### src/rtl/pl3_pkg.sv
package pl3_pkg;
  localparam int IW   = 16;
  localparam int OPW  = 4;
  localparam int RW   = 3;
  localparam int IMMW = 6;

  typedef enum logic [OPW-1:0] {
    OP_NOP   = 4'd0,
    OP_LOAD  = 4'd1,
    OP_STORE = 4'd2,
    OP_ADD   = 4'd3,
    OP_SUB   = 4'd4,
    OP_PROD  = 4'd5,
    OP_LDI   = 4'd6,
    OP_BRA   = 4'd7,
    OP_BRZ   = 4'd8,
    OP_HALT  = 4'd9
  } op_e;

  typedef enum logic [1:0] {
    ALU_ADD,
    ALU_SUB,
    ALU_MUL,
    ALU_IMM
  } alu_e;

  // decoded control for one instruction in execute
  typedef struct packed {
    logic             use_a;   // reads rd field
    logic             use_b;   // reads rs field
    logic             wr;      // writes rd in store stage
    logic             load;
    logic             store;
    logic             jmp;
    logic             jz;
    logic             halt;
    alu_e             alu;
    logic [RW-1:0]    rd;
    logic [RW-1:0]    rs;
    logic [IMMW-1:0]  imm;
  } dec_t;
endpackage

### src/rtl/pl3_decode.sv
module pl3_decode
  import pl3_pkg::*;
#(
  parameter int NREG = 6
) (
  input  logic [IW-1:0] ir,
  output dec_t          dec
);
  localparam logic [RW-1:0] LAST = RW'(NREG - 1);

  logic [OPW-1:0] opc;
  dec_t           raw;
  logic           bad;

  always_comb begin
    opc     = ir[IW-1 -: OPW];
    raw     = '0;
    raw.alu = ALU_ADD;
    raw.rd  = ir[IW-OPW-1 -: RW];
    raw.rs  = ir[IW-OPW-RW-1 -: RW];
    raw.imm = ir[IMMW-1:0];
    case (opc)
      OP_LOAD:  begin raw.wr = 1'b1; raw.load = 1'b1; end
      OP_STORE: begin raw.use_a = 1'b1; raw.store = 1'b1; end
      OP_ADD:   begin raw.use_a = 1'b1; raw.use_b = 1'b1; raw.wr = 1'b1; raw.alu = ALU_ADD; end
      OP_SUB:   begin raw.use_a = 1'b1; raw.use_b = 1'b1; raw.wr = 1'b1; raw.alu = ALU_SUB; end
      OP_PROD:  begin raw.use_a = 1'b1; raw.use_b = 1'b1; raw.wr = 1'b1; raw.alu = ALU_MUL; end
      OP_LDI:   begin raw.wr = 1'b1; raw.alu = ALU_IMM; end
      OP_BRA:   raw.jmp = 1'b1;
      OP_BRZ:   begin raw.use_a = 1'b1; raw.jz = 1'b1; end
      OP_HALT:  raw.halt = 1'b1;
      default:  ;
    endcase
    // a used register field outside the file turns the word into a NOP
    bad = ((raw.use_a || raw.wr) && (raw.rd > LAST)) ||
          (raw.use_b && (raw.rs > LAST));
    dec = bad ? dec_t'('0) : raw;
  end
endmodule

### src/rtl/pl3_regfile.sv
module pl3_regfile
  import pl3_pkg::*;
#(
  parameter int DW   = 16,
  parameter int NREG = 6
) (
  input  logic          clk,
  input  logic          rst_n,
  input  logic          we,
  input  logic [RW-1:0] wa,
  input  logic [DW-1:0] wd,
  input  logic [RW-1:0] ra0,
  input  logic [RW-1:0] ra1,
  output logic [DW-1:0] rd0,
  output logic [DW-1:0] rd1
);
  logic [DW-1:0] qv [NREG];

  for (genvar g = 0; g < NREG; g++) begin : g_reg
    logic [DW-1:0] r;
    always_ff @(posedge clk) begin
      if (!rst_n) r <= '0;
      else if (we && (wa == RW'(g))) r <= wd;
    end
    assign qv[g] = r;
  end

  always_comb begin
    rd0 = '0;
    rd1 = '0;
    for (int i = 0; i < NREG; i++) begin
      if (ra0 == RW'(i)) rd0 = qv[i];
      if (ra1 == RW'(i)) rd1 = qv[i];
    end
  end
endmodule

### src/rtl/pl3_alu.sv
module pl3_alu
  import pl3_pkg::*;
#(
  parameter int DW = 16
) (
  input  alu_e            sel,
  input  logic [DW-1:0]   a,
  input  logic [DW-1:0]   b,
  input  logic [IMMW-1:0] imm,
  output logic [DW-1:0]   y
);
  always_comb begin
    case (sel)
      ALU_ADD: y = a + b;
      ALU_SUB: y = a - b;
      ALU_MUL: y = a * b;
      default: y = DW'(imm);
    endcase
  end
endmodule

### src/rtl/pl3_core.sv
module pl3_core
  import pl3_pkg::*;
#(
  parameter int DW   = 16,
  parameter int NREG = 6
) (
  input  logic            clk,
  input  logic            rst_n,
  output logic [IMMW-1:0] imem_addr,
  input  logic [IW-1:0]   imem_rdata,
  output logic            dmem_en,
  output logic            dmem_we,
  output logic [IMMW-1:0] dmem_addr,
  output logic [DW-1:0]   dmem_wdata,
  input  logic [DW-1:0]   dmem_rdata,
  output logic            done
);
  // fetch / execute state
  logic [IMMW-1:0] pc;
  logic            ex_vld;
  logic            replay;
  logic [IW-1:0]   held_ir;
  logic            halted;
  logic [IW-1:0]   cur_ir;
  dec_t            dec;
  logic [DW-1:0]   rdv_a, rdv_b, alu_y;
  logic            haz_a, haz_b, stall, ex_go, take, halt_now;

  // store stage state
  logic            os_vld, os_wr, os_load, os_halt;
  logic [RW-1:0]   os_rd;
  logic [DW-1:0]   os_res;
  logic            wb_we;
  logic [DW-1:0]   wb_data;

  // a held instruction is replayed from the hold register, the memory
  // word that arrives in that cycle is fetched again afterwards
  assign cur_ir = replay ? held_ir : imem_rdata;

  pl3_decode #(.NREG(NREG)) u_dec (
    .ir  (cur_ir),
    .dec (dec)
  );

  pl3_regfile #(.DW(DW), .NREG(NREG)) u_rf (
    .clk   (clk),
    .rst_n (rst_n),
    .we    (wb_we),
    .wa    (os_rd),
    .wd    (wb_data),
    .ra0   (dec.rd),
    .ra1   (dec.rs),
    .rd0   (rdv_a),
    .rd1   (rdv_b)
  );

  pl3_alu #(.DW(DW)) u_alu (
    .sel (dec.alu),
    .a   (rdv_a),
    .b   (rdv_b),
    .imm (dec.imm),
    .y   (alu_y)
  );

  // read-after-write against the instruction one stage ahead
  assign haz_a    = dec.use_a && os_vld && os_wr && (os_rd == dec.rd);
  assign haz_b    = dec.use_b && os_vld && os_wr && (os_rd == dec.rs);
  assign stall    = ex_vld && (haz_a || haz_b);
  assign ex_go    = ex_vld && !stall;
  assign take     = ex_go && (dec.jmp || (dec.jz && (rdv_a == '0)));
  assign halt_now = ex_go && dec.halt;

  assign imem_addr  = pc;
  assign dmem_en    = ex_go && (dec.load || dec.store);
  assign dmem_we    = ex_go && dec.store;
  assign dmem_addr  = dec.imm;
  assign dmem_wdata = rdv_a;

  always_ff @(posedge clk) begin
    if (!rst_n) begin
      pc      <= '0;
      ex_vld  <= 1'b0;
      replay  <= 1'b0;
      held_ir <= '0;
      halted  <= 1'b0;
    end else begin
      replay <= stall;
      if (stall) held_ir <= cur_ir;
      if (halt_now) halted <= 1'b1;
      if (stall || halt_now || halted) pc <= pc;
      else if (take) pc <= dec.imm;
      else pc <= pc + IMMW'(1);
      if (!stall) ex_vld <= !(halt_now || halted);
    end
  end

  always_ff @(posedge clk) begin
    if (!rst_n) begin
      os_vld  <= 1'b0;
      os_wr   <= 1'b0;
      os_load <= 1'b0;
      os_halt <= 1'b0;
      os_rd   <= '0;
      os_res  <= '0;
      done    <= 1'b0;
    end else begin
      os_vld  <= ex_go;
      os_wr   <= dec.wr;
      os_load <= dec.load;
      os_halt <= dec.halt;
      os_rd   <= dec.rd;
      os_res  <= alu_y;
      if (os_vld && os_halt) done <= 1'b1;
    end
  end

  assign wb_we   = os_vld && os_wr;
  assign wb_data = os_load ? dmem_rdata : os_res;
endmodule

### config.mk
export PLATFORM = sky130hd
export DESIGN_NAME = pl3_core
export DESIGN_NICKNAME = d
export VERILOG_FILES = /design/src/rtl/pl3_pkg.sv /design/src/rtl/pl3_decode.sv /design/src/rtl/pl3_regfile.sv /design/src/rtl/pl3_alu.sv /design/src/rtl/pl3_core.sv
export SDC_FILE = /design/constraint.sdc
export NUM_CORES = 1
export LEC_CHECK = 0
export ABC_AREA = 1
export BUFFER_PORTS_ARGS = -buffer_cell sky130_fd_sc_hd__clkbuf_2
export CAP_MARGIN = 15
export CORE_AREA = 3 3 200 202
export CTS_CLUSTER_DIAMETER = 150
export DETAILED_ROUTE_END_ITERATION = 7
export DIE_AREA = 0 0 203 205
export GPL_TIMING_DRIVEN = 0
export PLACE_DENSITY = 0.46
export SLEW_MARGIN = 25
export SYNTH_ARGS = -nofsm -noshare
export SYNTH_HDL_FRONTEND = slang
export SYNTH_HIERARCHICAL = 1
export SYNTH_SLANG_ARGS = --single-unit
### constraint.sdc
create_clock -name clk -period 21.6 [get_ports clk]
set_input_delay 3.24 -clock clk [delete_from_list [all_inputs] [get_ports clk]]
set_output_delay 3.24 -clock clk [all_outputs]
set_load 0.05 [all_outputs]
---- Yosys cells after proc, flatten, opt, wreduce, memory -nomap -nowiden ----
Index checks and enable logic that the tools add are counted.
cells by class
  $add $sub $neg .......................... 3
  multiply operators ...................... 1
  divide/modulo/power cells ............... 0
  order comparisons ....................... 2
  eq/ne operators ......................... 28
  shifts and indexed selects .............. 0
  muxes and demuxes ....................... 26
  bitwise logic cells ..................... 1
  reduce and logical (&&, ||, !) cells .... 42
operator list
  kind                 count
  $mux 16              14
  $pmux 16 s3          1
  $logic_and 1x1->1    23
  $mux 22              1
  $eq 3x2->1 const B   6
  $eq 3x3->1 const B   6
  $add 16x16->16       1
  $eq 4x3->1 const B   4
  $logic_not 16->1     1
  $mul 16x16->16       1
  $sub 16x16->16       1
  $reduce_or 5->1      2
  $eq 3x1->1 const B   3
  $logic_not 3->1      3
  $eq 4x2->1 const B   2
  $eq 4x4->1 const B   2
  $logic_or 1x1->1     8
  $mux 1               8
  $add 6x1->6 const B  1
  $eq 3x3->1           2
  $gt 3x3->1 const B   2
  $mux 6               1
  $pmux 2 s3           1
  $eq 4x1->1 const B   1
  7 further kinds      8
word-level totals
  flip-flop bits (word level) ............. 145
  bits in latches ......................... 0
  RAM bits ................................ 0
  bits in read-only memories .............. 0
  bits of input ports ..................... 34
  output and inout port bits .............. 31
  word-level logic and storage cells ...... 121
  memories kept ........................... 0

---- Longest topological paths before layout ----
  depth in word-level cells ............... 20
  depth in mapped cells ................... 53
  gate-level depth less buffers ........... 47

---- Hierarchy ----
The synthesis kept the hierarchy.
by module, submodules not included
  module       instances  cells each  area each (um2)  seq. area each (um2)
  pl3_alu      1          910         5761.8           0.0
  pl3_regfile  1          760         4862.2           1921.8
  pl3_core     1          334         2384.8           980.9
  pl3_decode   1          71          322.8            0.0

---- Least setup slack after synthesis ----
Ideal clock, no wire load.
  path type ............................... input-to-reg
  start point ............................. in imem_rdata[14]
  end point ............................... reg os_res[15]
  library setup time ...................... 0.110 ns
  arrival time ............................ 10.720 ns
  data required time ...................... 21.490 ns
  slack ................................... 10.770 ns
  cell stages on the path ................. 45
  path buffers ............................ 3
  cell sequence ........................... nor2_1 a21oi_1 nor2_2 nand2_2 nand2_2 nor2_2 nand2_1 nand2_1 nand2_2 buf_6 nor2_1 nor2_1 buf_4 nand3_1 nand2_1 nor2_1 nand4_1 buf_4 [9 not listed] inv_1 fa_1 inv_1 ha_1 inv_1 o21bai_1 nor2_1 nand3_1 nand2_1 nand2_1 nand2_1 nand2_1 inv_1 nand3_1 nand3_1 nand2_1 nand2_1 inv_1
RTL lines
  what                  RTL line         text
  from (decl)           pl3_core.sv:10   input logic [IW-1:0] imem_rdata,
  to (signal assigned)  pl3_core.sv:112  os_res <= alu_y;
  to (decl)             pl3_core.sv:32   logic [DW-1:0] os_res;

==> qor.yml <==
status:
  outcome: "complete, no violations"
cells_and_area:
  mostFrequentLayoutCell: "nand2_1"
  area_delta_synth_final_pct: 11.5
  num-nets-final: 2339
  post_route_cells_drive_above_1_share: 0.103
  mostFrequentLayoutCells: "nand2_1 (515), inv_1 (355), nor2_1 (288)"
  n_antenna_cell: 0
job:
  cap_violations: 0
sta:
  report.final.setup_viol: 0
  fin_crit_ns: 11.91
  fin_ws_ns: 9.69
  maxSlewViolCount: 0
  worstMarginPinSlew_ns: 1.07
  finalHoldViolations: 0
  finClkSkew_ns: 0.0133
  final.period_utilization: 0.551
  grt_setup_unrepaired: "false"
  timing.setup.tns_ns: 0
  fmaxAchievable_ghz: 0.0840
  worst_slew_margin_rel: 0.286
setup_path:
  arrival_ns: 12.30
  crit_path_top_delay_cell: "nor2_1"
  regToRegStartpoint: "replay$_SDFF_PN0_"
  largest_stage_delay_worst_path_ns: 0.71
  worstSetupEndpointType: "register"
  cp_common_cell: "nand2_1"
  worst-r2r-cell-count: 46
  worst-path-max-fanout: 10
  crit_path_start_kind: "primary input"
  worstSetupPathType: "in2reg"
  critical_path.startpoint: "imem_rdata[14]"
  worst_ep_required_time_ns: 22.00
  crit_end: "os_res[15]$_SDFF_PN0_"
  reg2reg_slack_ns: 11.89
  rr_endpoint: "os_res[15]$_SDFF_PN0_"
clock_tree:
  tritoncts_clock_tree: "built"
  ctsHoldBuffers: 0
  cts.reportedPaths.clkPinSlew_ns: 0.07
  ctsResizeCount: 0
  number_of_buffers_on_the_longest_clock_path: 2
  cts_inserted_buffers: 17
  cts_post_setup_buffers_inserted: 0
  numClockSinks: 145
  clock_insertion_delay_worst_skew_ns: 0.45
  cts-root-buf: "clkbuf_16"
  htree_num_levels: 4
routing:
  dr.pass1.iters: 6
  routed_wirelength_um: 46100
  route.vias.total: 13200
  ant_nets: 0
  routed_via_density: 4.90
  drtIter0Drc: 1018
  drt-wirelength-per-cell_um: 17.2
  drc: 0
global_routing:
  grt_overflow: 0
  antenna_found_initial: 2
  grt_start_max_net_pins: 17
  grt_pass1_vias: 12600
  grt_pass1_wl_um: 71700
  global_route.usage.total: 0.223
placed_design:
  gpl_wtd_cong: 0.878
  preCtsSetupSlack_ns: 9.25
  io_buffers: 63
  hpwl_um: 36600
die:
  rows: 72
  die_height_um: 205
  initial_utilization: 0.347
  floorplan.io_pins: 65
  floorplan.core_area_sq_mm: 0.0385
  fp.dieW_um: 203
  dieArea_sq_mm: 0.0416
logic_synthesis:
  yosys_register_bits: 145
  synth.cell_area_sq_mm: 0.0133
  synth_sequential_area_ratio: 0.218
  synth_cell_types: 44
  synthesis.instances: 2075
  syn-mean-instance-area_sq_um: 6.42
  synth-warning-count: 6
  syn_nets: 2257
pwr:
  power_leakage_nw: 7.84
  p_per_area_mw_per_mm2: 47.8
  irDropWorstVdd_v: 0.0000582
worst_hold_path:
  worst_hold_path_type: "reg2reg"
-- power breakdown --
group | internal, mW | switching (mW) | total, mW
registers | 0.275 | 0.00399 | 0.279
clock network | 0.162 | 0.135 | 0.296
logic | 0.0381 | 0.0969 | 0.135
-- state kept, by name, indices dropped and copies added (netlist names) --
| signal | count |
|---|---|
| done | 1 |
| ex_vld | 1 |
| os_rd | 3 |
| os_halt | 1 |
| os_load | 1 |
| replay | 1 |
| u_rf/g.r | 96 |
| os_wr | 1 |
| halted | 1 |
| os_vld | 1 |
| imem_addr | 6 |
| os_res | 16 |
| held_ir | 16 |
-- per-stage QoR --
stage / instance area [sq um] / power (mW) / hold WS [ns] / cells / util
after floorplan: 13300 / 0.376 / 0.430 / 2075 / -
after global placement: 14300 / 0.418 / 0.439 / 2656 / 0.372
after detailed placement: 14300 / 0.419 / 0.445 / 2656 / 0.372
after CTS: 14900 / 0.719 / 0.455 / 2688 / 0.386
after global routing: 14900 / 0.745 / 0.477 / 2688 / 0.386
final: 14900 / 0.710 / 0.453 / 2688 / 0.386
-- worst min-delay path by stage --
| stage | from | end | slack, ns | cells after the start |
|---|---|---|---|---|
| after floorplan | held_ir[0]$_SDFFE_PN0P_ | held_ir[0]$_SDFFE_PN0P_ | 0.43 | 2 |
| after global placement | held_ir[3]$_SDFFE_PN0P_ | held_ir[3]$_SDFFE_PN0P_ | 0.44 | 2 |
| after detailed placement | held_ir[14]$_SDFFE_PN0P_ | held_ir[14]$_SDFFE_PN0P_ | 0.44 | 2 |
| after CTS | held_ir[14]$_SDFFE_PN0P_ | held_ir[14]$_SDFFE_PN0P_ | 0.45 | 2 |
| after global routing | held_ir[12]$_SDFFE_PN0P_ | held_ir[12]$_SDFFE_PN0P_ | 0.48 | 2 |
| final | held_ir[0]$_SDFFE_PN0P_ | held_ir[0]$_SDFFE_PN0P_ | 0.45 | 2 |
-- cell usage after synthesis, drive strengths merged --
master	count	area, sq um
nand2	529	2040
inv	376	1410
nor2	311	1240
dfxtp	145	2900
o21ai	125	633
a21oi	103	515
nand3	93	480
fa	81	1620
ha	67	838
nand4	64	400
buf	49	318
clkbuf	41	154
xor2	18	158
nor3	17	128
mux2	16	180
xnor2	8	70.1
a21o	4	30.0
o211ai	4	30.0
o31ai	4	30.0
clkinv	3	11.3
nand3b	3	22.5
o21bai	3	33.8
o22ai	3	18.8
a31oi	2	12.5
a211oi	1	7.51
a221oi	1	8.76
and2	1	6.26
nor4	1	6.26
o2111ai	1	8.76
o31a	1	8.76
-- worst max-delay path, delay by kind of cell --
kind / cells / cell delay (ns)
simple gates: 26 / 3.48
fa+ha+maj: 7 / 3.40
buf+inv: 12 / 1.77
compound gates: 1 / 0.39
-- cells by family (layout without fill, tap and decap cells) --
group / after synthesis / count (layout) / share of synthesized area
compound gates: 252 / 252 / 0.100
xor+xnor: 26 / 26 / 0.0171
fa+ha+maj: 148 / 148 / 0.185
buf+inv: 469 / 564 / 0.142
flops: 145 / 145 / 0.218
mux: 16 / 16 / 0.0135
simple gates: 1019 / 1019 / 0.325
-- final cells by class --
| type | instances | area (sq um) |
|---|---|---|
| Fill cell | 4226 | 23600 |
| Multi-Input combinational cell | 1461 | 8530 |
| Sequential cell | 145 | 2900 |
| Inverter | 379 | 1420 |
| Tap cell | 518 | 648 |
| Buffer | 90 | 472 |
| Clock buffer | 17 | 425 |
| Timing Repair Buffer | 63 | 315 |
| Clock inverter | 15 | 145 |
-- routing by layer --
metal / GRT usage / vias up / wire, um
met4: 0.0455 / 4 / 559
li1: - / 6575 / -
met3: 0.0367 / 33 / 2690
met1: 0.317 / 6212 / 22300
met5: 0 / - / 31
met2: 0.356 / 354 / 20600
(Power assumes the default switching activity.)
